$ cat src/rtl/fpx_pkg.sv
package fpx_pkg;

    localparam int NSRC   = 5;
    localparam int NCAUSE = NSRC + 1;
    localparam int CSR_W  = NCAUSE + 2 * NSRC;

    localparam int SRC_I = 0;
    localparam int SRC_U = 1;
    localparam int SRC_O = 2;
    localparam int SRC_Z = 3;
    localparam int SRC_V = 4;
    localparam int CAUSE_E = NSRC;

    // Sources whose trap may be taken on mere possibility
    localparam logic [NSRC-1:0] POSSIBLE_MASK = 5'b00111;

    typedef struct packed {
        logic [NCAUSE-1:0] cause;
        logic [NSRC-1:0]   enable;
        logic [NSRC-1:0]   flag;
    } fpx_csr_t;

    typedef enum logic [1:0] {
        DFLT_NONE = 2'd0,
        DFLT_QNAN = 2'd1,
        DFLT_INF  = 2'd2
    } fpx_dflt_e;

    function automatic logic [NSRC-1:0] sticky_merge(input logic [NSRC-1:0] old_f,
                                                     input logic [NSRC-1:0] hit);
        return old_f | hit;
    endfunction

endpackage

$ cat src/rtl/fpx_trap_decide.sv
module fpx_trap_decide
    import fpx_pkg::*;
(
    input  logic              op_valid,
    input  logic              dn_mode,
    input  logic              ev_denorm,
    input  logic [NSRC-1:0]   ev_src,
    input  logic [NSRC-1:0]   may_src,
    input  logic              op_xform,
    input  logic [NSRC-1:0]   enable,
    output logic [NCAUSE-1:0] cause_new,
    output logic              trap
);

    logic [NSRC-1:0] src_applies;
    logic [NSRC-1:0] src_trap;
    logic            err_hit;

    genvar g;
    generate
        for (g = 0; g < NSRC; g++) begin : g_src
            if (POSSIBLE_MASK[g]) begin : g_poss
                assign src_applies[g] = ev_src[g] | may_src[g];
            end else if (g == SRC_V) begin : g_inv
                assign src_applies[g] = ev_src[g] | op_xform;
            end else begin : g_plain
                assign src_applies[g] = ev_src[g];
            end
            assign src_trap[g] = enable[g] & src_applies[g];
        end
    endgenerate

    assign err_hit   = ev_denorm & ~dn_mode;
    assign cause_new = {err_hit, ev_src};
    assign trap      = op_valid & (err_hit | (|src_trap));

endmodule

$ cat src/rtl/fpx_default_gen.sv
module fpx_default_gen
    import fpx_pkg::*;
#(
    parameter int EXP_W  = 8,
    parameter int FRAC_W = 23,
    localparam int FP_W  = 1 + EXP_W + FRAC_W
) (
    input  logic            op_valid,
    input  logic            trap,
    input  logic [NSRC-1:0] ev_src,
    input  logic            res_sign,
    output logic            dflt_valid,
    output logic [FP_W-1:0] dflt_data
);

    localparam logic [FP_W-1:0] QNAN_PAT =
        {1'b0, {EXP_W{1'b1}}, 1'b1, {(FRAC_W-1){1'b0}}};
    localparam logic [FP_W-2:0] INF_MAG = {{EXP_W{1'b1}}, {FRAC_W{1'b0}}};

    fpx_dflt_e kind;

    always_comb begin
        kind = DFLT_NONE;
        if (op_valid && !trap) begin
            if (ev_src[SRC_V])      kind = DFLT_QNAN;
            else if (ev_src[SRC_Z]) kind = DFLT_INF;
        end
    end

    always_comb begin
        unique case (kind)
            DFLT_QNAN: dflt_data = QNAN_PAT;
            DFLT_INF:  dflt_data = {res_sign, INF_MAG};
            default:   dflt_data = '0;
        endcase
    end

    assign dflt_valid = (kind != DFLT_NONE);

endmodule

$ cat src/rtl/fpx_status_reg.sv
module fpx_status_reg
    import fpx_pkg::*;
(
    input  logic              clk,
    input  logic              rst,
    input  logic              op_valid,
    input  logic [NCAUSE-1:0] cause_new,
    input  logic              csr_we,
    input  logic [CSR_W-1:0]  csr_wdata,
    output fpx_csr_t          csr_q
);

    fpx_csr_t csr_d;

    always_comb begin
        csr_d = csr_q;
        if (csr_we) begin
            csr_d = fpx_csr_t'(csr_wdata);
        end else if (op_valid) begin
            csr_d.cause = cause_new;
            csr_d.flag  = sticky_merge(csr_q.flag, cause_new[NSRC-1:0]);
        end
    end

    always_ff @(posedge clk) begin
        if (rst) csr_q <= '0;
        else     csr_q <= csr_d;
    end

    AST_FLAG_STICKY: assert property (@(posedge clk) disable iff (rst)
        !csr_we |=> ((csr_q.flag & $past(csr_q.flag)) == $past(csr_q.flag))) else $error("flag lost");
    AST_CAUSE_HOLD: assert property (@(posedge clk) disable iff (rst)
        (!csr_we && !op_valid) |=> $stable(csr_q.cause)) else $error("cause moved");
    AST_ENABLE_HOLD: assert property (@(posedge clk) disable iff (rst)
        !csr_we |=> $stable(csr_q.enable)) else $error("enable moved");

endmodule

$ cat src/rtl/fp_exc_unit.sv
module fp_exc_unit
    import fpx_pkg::*;
#(
    parameter int EXP_W  = 8,
    parameter int FRAC_W = 23,
    localparam int FP_W  = 1 + EXP_W + FRAC_W
) (
    input  logic             clk,
    input  logic             rst,
    input  logic             op_valid,
    input  logic             dn_mode,
    input  logic             ev_denorm,
    input  logic [NSRC-1:0]  ev_src,
    input  logic [NSRC-1:0]  may_src,
    input  logic             op_xform,
    input  logic             res_sign,
    input  logic             csr_we,
    input  logic [CSR_W-1:0] csr_wdata,
    output logic [CSR_W-1:0] csr_rdata,
    output logic             trap_req,
    output logic             dest_we,
    output logic             dflt_valid,
    output logic [FP_W-1:0]  dflt_data
);

    fpx_csr_t          csr_q;
    logic [NCAUSE-1:0] cause_new;
    logic              trap;

    fpx_trap_decide u_decide (
        .op_valid (op_valid),
        .dn_mode  (dn_mode),
        .ev_denorm(ev_denorm),
        .ev_src   (ev_src),
        .may_src  (may_src),
        .op_xform (op_xform),
        .enable   (csr_q.enable),
        .cause_new(cause_new),
        .trap     (trap)
    );

    fpx_status_reg u_csr (
        .clk      (clk),
        .rst      (rst),
        .op_valid (op_valid),
        .cause_new(cause_new),
        .csr_we   (csr_we),
        .csr_wdata(csr_wdata),
        .csr_q    (csr_q)
    );

    fpx_default_gen #(.EXP_W(EXP_W), .FRAC_W(FRAC_W)) u_dflt (
        .op_valid  (op_valid),
        .trap      (trap),
        .ev_src    (ev_src),
        .res_sign  (res_sign),
        .dflt_valid(dflt_valid),
        .dflt_data (dflt_data)
    );

    assign csr_rdata = csr_q;
    assign trap_req  = trap;
    assign dest_we   = op_valid & ~trap;

    AST_TRAP_BLOCKS_WRITE: assert property (@(posedge clk) disable iff (rst)
        trap_req |-> (!dest_we && !dflt_valid)) else $error("write during trap");
    AST_IDLE_NO_TRAP: assert property (@(posedge clk) disable iff (rst)
        !op_valid |-> !trap_req) else $error("trap while idle");
    AST_ERROR_UNMASKABLE: assert property (@(posedge clk) disable iff (rst)
        (op_valid && ev_denorm && !dn_mode) |-> trap_req) else $error("error masked");
    AST_ERROR_CAUSE: assert property (@(posedge clk) disable iff (rst)
        (op_valid && !csr_we) |=> (csr_rdata[CSR_W-1] == $past(ev_denorm && !dn_mode))) else $error("error cause");
    AST_DFLT_NAN: assert property (@(posedge clk) disable iff (rst)
        (dflt_valid && ev_src[SRC_V]) |-> (dflt_data[FP_W-2 -: EXP_W+1] == {(EXP_W+1){1'b1}})) else $error("nan pattern");

endmodule

$ cat config.mk
export PLATFORM = sky130hd
export DESIGN_NAME = fp_exc_unit
export DESIGN_NICKNAME = d
export VERILOG_FILES = /design/src/rtl/fpx_pkg.sv /design/src/rtl/fpx_trap_decide.sv /design/src/rtl/fpx_default_gen.sv /design/src/rtl/fpx_status_reg.sv /design/src/rtl/fp_exc_unit.sv
export SDC_FILE = /design/constraint.sdc
export NUM_CORES = 1
export LEC_CHECK = 0
export BUFFER_PORTS_ARGS = -buffer_cell sky130_fd_sc_hd__buf_2
export CORE_AREA = 2 2 59 61
export CTS_CLUSTER_DIAMETER = 200
export DETAILED_ROUTE_END_ITERATION = 12
export DIE_AREA = 0 0 61 63
export PLACE_DENSITY = 0.85
export SKIP_LAST_GASP = 1
export SLEW_MARGIN = 20
export SYNTH_ARGS = -nofsm -noshare
export SYNTH_HDL_FRONTEND = slang
export SYNTH_HIERARCHICAL = 1
export SYNTH_SLANG_ARGS = --single-unit
$ cat constraint.sdc
create_clock -name clk -period 1.98 [get_ports clk]
set_input_delay 0.396 -clock clk [delete_from_list [all_inputs] [get_ports clk]]
set_output_delay 0.396 -clock clk [all_outputs]
set_load 0.03 [all_outputs]
==> results of run 1 <==
[what timing repair did]
action                                  CTS  global route
endpoints found under the setup margin   11            12
setup buffers                             3             1
pin swaps                                 2             3
gates resized for setup                  19            11
[routing by layer]
layer	part of all wire (%)	wire [um]	GRT usage [%]
met1	44	1070	16.2
met2	48	1180	21.2
met3	7.2	177	2.07
met4	1.3	31	5.71
met5	0	0	0
[tightest hold or removal path, stage by stage]
cell,delay (ps)
buf_2,70
mux2i_1,60
nor2_1,70
[where the power goes]
part           total (mW)  leakage, nW  internal [mW]  switching [mW]
combinational       0.390        0.604          0.146           0.244
sequential          0.356        0.135          0.345          0.0118
clock               0.213       0.0210          0.112           0.101
[how the worst min path moves through the flow]
| stage | depth (start not counted) | endpoint | startpoint | slack [ps] |
|---|---|---|---|---|
| finish | 3 | u_csr/csr_q[6] | csr_wdata[6] | 340 |
| global route | 3 | u_csr/csr_q[7] | csr_wdata[7] | 350 |
| CTS | 3 | u_csr/csr_q[6] | csr_wdata[6] | 330 |
| detailed placement | 2 | u_csr/csr_q[7] | u_csr/csr_q[7] | 490 |
| global placement | 2 | u_csr/csr_q[5] | u_csr/csr_q[5] | 480 |
| floorplan | 2 | u_csr/csr_q[6] | csr_wdata[6] | 540 |
[synth_stat cells (all sizes together)]
cell type | count | area [um^2]
a211oi | 11 | 82.6
a21oi | 1 | 5.00
a31oi | 1 | 6.26
and2 | 1 | 6.26
and3 | 1 | 6.26
and3b | 1 | 10.0
and4bb | 1 | 12.5
buf | 39 | 289
clkbuf | 1 | 3.75
conb | 1 | 3.75
dfxtp | 16 | 320
ha | 3 | 37.5
inv | 3 | 11.3
mux2i | 11 | 110
nand3b | 1 | 7.51
nand4bb | 1 | 11.3
nor2 | 5 | 18.8
nor2b | 13 | 88.8
nor3 | 5 | 25.0
o21ai | 4 | 20.0
[metrics by stage]
stage	util [%]	worst slack (ps)	cell area (um^2)
5_1_grt	46.2	-274	1490
3_5_place_dp	41.5	-187	1340
2_1_floorplan	-	-127	1240
4_1_cts	44.9	-188	1450
3_3_place_gp	41.5	-166	1340
6_report	46.2	-181	1490
[logic make-up (layout without fill, tap and decap cells)]
| logic type | count (synthesis) | in the layout | synth area share [%] |
|---|---|---|---|
| flip-flops | 16 | 16 | 29.8 |
| multiplexers | 11 | 11 | 10.2 |
| AND/OR/NAND/NOR | 29 | 29 | 17.3 |
| adder cells (fa/ha/maj) | 3 | 3 | 3.49 |
| AO/OA/AOI/OAI | 17 | 17 | 10.6 |
| buffers and inverters | 43 | 79 | 28.3 |
| other | 1 | 22 | 0.349 |
[area by class of cell]
cell class              count  area [um^2]
fillers                   336         1740
multi-input cells          82          599
repair buffers             72          458
flip-flops and latches     16          332
well taps                  46         57.6
clock buffers               4         36.3
inverters                   3         11.3
==> summary.txt, run 1 <==
status - complete, but fails checks
failing checks - negative setup slack
root buffer cell - clkbuf_4
Mapped Area - 1080 um^2
HP Class - in -> reg
Routed Wire Length - 2.46 mm
die height - 63 um
Tot Pwr - 0.959 mW
fmax - 463 MHz
PortBufs - 60
critical path's top delay family - simple AND/OR/NAND/NOR gates
total number of vias - 914
drt first pass iters - 2
Synth Area per Inst - 8.97 um^2
CP endpoint kind - output port
Tcrit/Tclk final - 109%
WP data required - 1580 ps
worst r2r dst - u_csr/csr_q[6]
total global routing overflow - 0
max reg flops - 16
crit start category - flop
Worst R2R Path Depth - 3
Worst-path clk slew - 90 ps
number of global-route vias before repair - 877
total stage count of the critical path - 6
first-pass GRT wire length - 3.78 mm
largest registers - u_csr/csr_q x16
Worst Skew - 0 ps
GRT Util Overall - 13.0%
WP buf/inv - 1
Worst Setup EP - dflt_data[30]
hold_ws - 340 ps
Final Worst Setup Slack - -181 ps
endpoints failing setup - 11
Hold Fails Final Rpt - 0
GP Congestion - 0.667
routed len/inst - 11.0 um
CP Cell Sequence - o21ai_2 -> and3_4 -> a31oi_4 -> nand3b_1 -> ha_4 -> buf_6
Hold-fix buffers, CTS - 0
Worst-Skew Late Latency - 280 ps
TritonCTS clock tree - built
DP HPWL - 1.92 mm
htree depth - 1
Max IR drop VDD - 334 uV
critical path class - reg -> out
worst stage delay on the critical path - 390 ps
Seq/Total Area, Yosys - 29.8%
max-capacitance violation count - 0
RSZ-0062 raised after global routing - yes
nets - 215
# rows - 21
FF-to-FF setup slack - 1220 ps
Warnings, synthesis - 6
P&R area growth vs syn - 38.8%
Clock Sinks - 16
PD cells - 642 nW/um^2
worst flop-to-flop path startpoint - u_csr/csr_q[6]
Ports - 85
# DRC - 0
ratio of cells with drive above 1 in the final layout - 53.1%
setup_tns - -1680 ps
most common cell after layout, fill and taps aside - buf_2
Initial Util - 33.3%
post-synth cell types - 24
non-filler cells, final - 223
Inst Count DP - 215
slowest stage cell, crit path - ha_4
Num CTS Buffers - 3
Die X-Extent - 61 um
Antenna Diode Count - 0
Core Box Area - 3230 um^2
most frequent cells in the layout - buf_2 (48), conb_1 (22), buf_4 (14), nor2b_1 (12)
Via-to-Cell Ratio - 4.10
Tmin final - 2160 ps
Pins Over Slew Limit - 0
Biggest register - u_csr/csr_q
Seq cells post-synth - 16
largest net degree at the start of global routing - 23
LEAKAGE - 0.761 nW
Detailed Route Iter0 Violations - 6
cells after synthesis - 120
Arr. time, crit path - 1760 ps
Antenna Nets Post-Route - 0
Setup crit start - u_csr/csr_q[6]
antenna violations before repair - 0
Clock Tree Buf Depth - 2
DIE AREA - 3840 um^2
critical-path maximum fanout - 8
No activity file was read; power rests on OpenSTA's default activity.
==> inputs of run 2 (changes only) <==
Settings changed: CORE_AREA 2 2 59 61 to 2 2 58 60, DIE_AREA 0 0 61 63 to 0 0 60 62, PLACE_DENSITY 0.85 to 0.86, SYNTH_HIERARCHICAL 1 to default.
==> run 2 against run 1 <==
  * The flow still finishes with violations (negative setup slack)
  * Fmax rose by 4.6%
  * Via count is 3.6% higher
  * First-iteration DRC count up 67%
  * Highest routed layer unchanged
==> summary.txt, run 2 <==
status - complete, but fails checks
failing checks - negative setup slack
Post-synth ARST share - 0% (unchanged)
Clock Tree Buf Depth - 2 (unchanged)
Synth top area share - 30.9% (+1.2 points)
PD cells - 626 nW/um^2 (-2.5%)
worst r2r dst - u_csr.csr_q[15]
most frequent cells in the layout - buf_2 (49), conb_1 (22), buf_4 (17), dfxtp_1 (14), nor2b_1 (11)
commonest cells in the netlist - buf_4 (31), dfxtp_1 (16), nor2b_1 (11), mux2i_1 (9)
hold_ws - 345 ps (+5.16 ps)
Tcrit/Tclk final - 104% (-4.8 points)
number of global-route vias before repair - 820 (-6.5%)
slowest stage cell, crit path - ha_4
Worst-path clk slew - 90 ps (about the same)
routed len/inst - 9.96 um (-9.6%)
Via-to-Cell Ratio - 4.17 (+1.8%)
critical path's top delay family - adder cells
worst stage delay on the critical path - 370 ps (-20 ps)
largest net degree at the start of global routing - 28 (+22%)
Design Area, Final - 1390 um^2 (-6.9%)
Worst-Skew Late Latency - 280 ps (about the same)
post-synth cell types - 27 (+13%)
DP HPWL - 1.83 mm (-4.9%)
max-capacitance violation count - 0 (unchanged)
FF-to-FF setup slack - 1140 ps (-80 ps)
final core occ - 43.8% (-2.5 points)
critical-path maximum fanout - 8 (unchanged)
HP Start - csr_wdata[9]
Synth Area per Inst - 8.56 um^2 (-4.5%)
# DRC - 0 (unchanged)
fmax - 484 MHz (+4.6%)
post-placement cell area - 1300 um^2 (-2.9%)
Antenna Diode Count - 0 (unchanged)
drt first pass iters - 4 (+2)
most common cell after layout, fill and taps aside - buf_2
GP Congestion - 0.678 (+1.6%)
Ports - 85 (unchanged)
Worst R2R Path Depth - 3 (unchanged)
Fillers - 343 (+2.1%)
Seq/Total Area, Yosys - 30.9% (+1.2 points)
crit start category - flop
# rows - 21 (unchanged)
first-pass GRT wire length - 3.44 mm (-8.9%)
Die X-Extent - 60 um (-1.6%)
WP data required - 1580 ps (about the same)
htree depth - 1 (unchanged)
LEAKAGE - 0.737 nW (-3.1%)
Warnings, synthesis - 0 (-6)
max reg flops - 16 (unchanged)
Seq cells post-synth - 16 (unchanged)
Worst Skew - 0 ps (unchanged)
Biggest register - u_csr.csr_q
CP Cell Sequence - o21a_1 -> a211oi_4 -> nand4_1 -> ha_4 -> buf_4
Max IR drop VDD - 399 uV (+20%)
EDFF count, synth - 0 (unchanged)
total global routing overflow - 0 (unchanged)
Hold Fails Final Rpt - 0 (unchanged)
critical path class - reg -> out
DIE AREA - 3720 um^2 (-3.2%)
CP endpoint kind - output port
WP buf/inv - 1 (unchanged)
Arr. time, crit path - 1670 ps (-90 ps)
Pins Over Slew Limit - 0 (unchanged)
root buffer cell - clkbuf_4
RSZ-0062 raised after global routing - yes
Mapped Area - 1040 um^2 (-3.7%)
Hold-fix buffers, CTS - 0 (unchanged)
GRT Util Overall - 12.3% (-0.63 points)
TritonCTS clock tree - built
Routed Wire Length - 2.26 mm (-8.0%)
Detailed Route Iter0 Violations - 10 (+4)
Antenna Nets Post-Route - 0 (unchanged)
largest registers - u_csr.csr_q x16
cells after synthesis - 121 (+0.83%)
ratio of cells with drive above 1 in the final layout - 45.9% (-7.3 points)
Initial Util - 32.6% (-0.71 points)
P&R area growth vs syn - 34.3%
antenna violations before repair - 0 (unchanged)
die height - 62 um (-1.6%)
Clock Sinks - 16 (unchanged)
cell type with the highest aggregate area in the netlist - dfxtp_1
hold depth - 3 (unchanged)
total number of vias - 947 (+3.6%)
setup_tns - -736 ps (+949 ps)
worst flop-to-flop path startpoint - u_csr.csr_q[15]
Final Worst Setup Slack - -85.1 ps (+95.9 ps)
most frequent cell after synthesis - buf_4
Hold Path Sink - u_csr.csr_q[9]
synth top area cells - dfxtp_1 (31%), buf_4 (22%), mux2i_1 (8.7%), nor2b_1 (6.6%), a211oi_1 (3.6%)
Core Box Area - 3180 um^2 (-1.6%)
Num CTS Buffers - 3 (unchanged)
HP Class - in -> reg
Tot Pwr - 0.872 mW (-9.2%)
PortBufs - 60 (unchanged)
ys flop type - dfxtp_1
nets - 220 (+2.3%)
endpoints failing setup - 10 (-1)
Tmin final - 2070 ps (-95.9 ps)
==> run 2: timing repair <==
| action | 4_1_cts | 5_1_grt |
|---|---|---|
| gates resized for setup | 19 | 5 |
| buffers inserted | 2 | 0 |
| setup endpoints to repair | 11 | 12 |
| pin swaps | 5 | 2 |
==> run 2: kinds of logic after synthesis <==
kind of cell | Yosys count | share of synthesized area, %
compound gates | 18 | 12.4
fa+ha+maj | 3 | 3.62
buf+inv | 37 | 25.0
flops | 16 | 30.9
mux | 9 | 8.70
other cells | 1 | 0.362
simple gates | 37 | 19.0
==> run 2: worst register-to-register path: cells and delay by family (launching register included) <==
family	cells	cell delay, ps
simple gates	2	180
flops	1	320
compound gates	1	220
==> run 2: layer usage <==
layer	global-route usage, %	part of all wire (%)	up-vias
li1	-	-	478
met1	15.5	44	419
met2	20.3	48	48
met3	2.48	7.9	2
met4	5.71	0.44	0
met5	0	0	-
==> run 2: through the flow <==
| stage | std cells | setup WS [ps] |
|---|---|---|
| 5_1_grt | 227 | -218 |
| 4_1_cts | 227 | -118 |
| 6_report | 227 | -85.1 |
| 3_5_place_dp | 222 | -142 |
| 2_1_floorplan | 142 | 2.77 |
| 3_3_place_gp | 222 | -137 |
==> run 2: layout make-up <==
type / count / area, um^2 / share of cell area (%)
multi-input cells: 89 / 556 / 39.9
inverters: 2 / 7.51 / 0.540
well taps: 46 / 57.6 / 4.14
clock buffers: 3 / 22.5 / 1.62
repair buffers: 71 / 425 / 30.6
flip-flops and latches: 16 / 323 / 23.2
==> run 2: worst max-delay path by stage <==
stage	start	to	slack (ps)	cells after the start
2_1_floorplan	u_csr.csr_q[7]	trap_req	3	3
3_3_place_gp	ev_src[1]	dflt_data[25]	-140	6
3_5_place_dp	ev_src[1]	dflt_data[24]	-140	6
4_1_cts	u_csr.csr_q[9]	dflt_data[24]	-120	5
5_1_grt	u_csr.csr_q[9]	dflt_data[24]	-220	5
6_report	u_csr.csr_q[9]	dflt_data[24]	-90	5
==> run 2: where the power goes <==
part / leakage, nW / total (mW) / internal, mW / switching [mW]
logic: 0.590 / 0.350 / 0.124 / 0.226
clock network: 0.0138 / 0.165 / 0.0705 / 0.0950
registers: 0.133 / 0.356 / 0.344 / 0.0115
total: 0.737 / 0.872 / 0.539 / 0.332
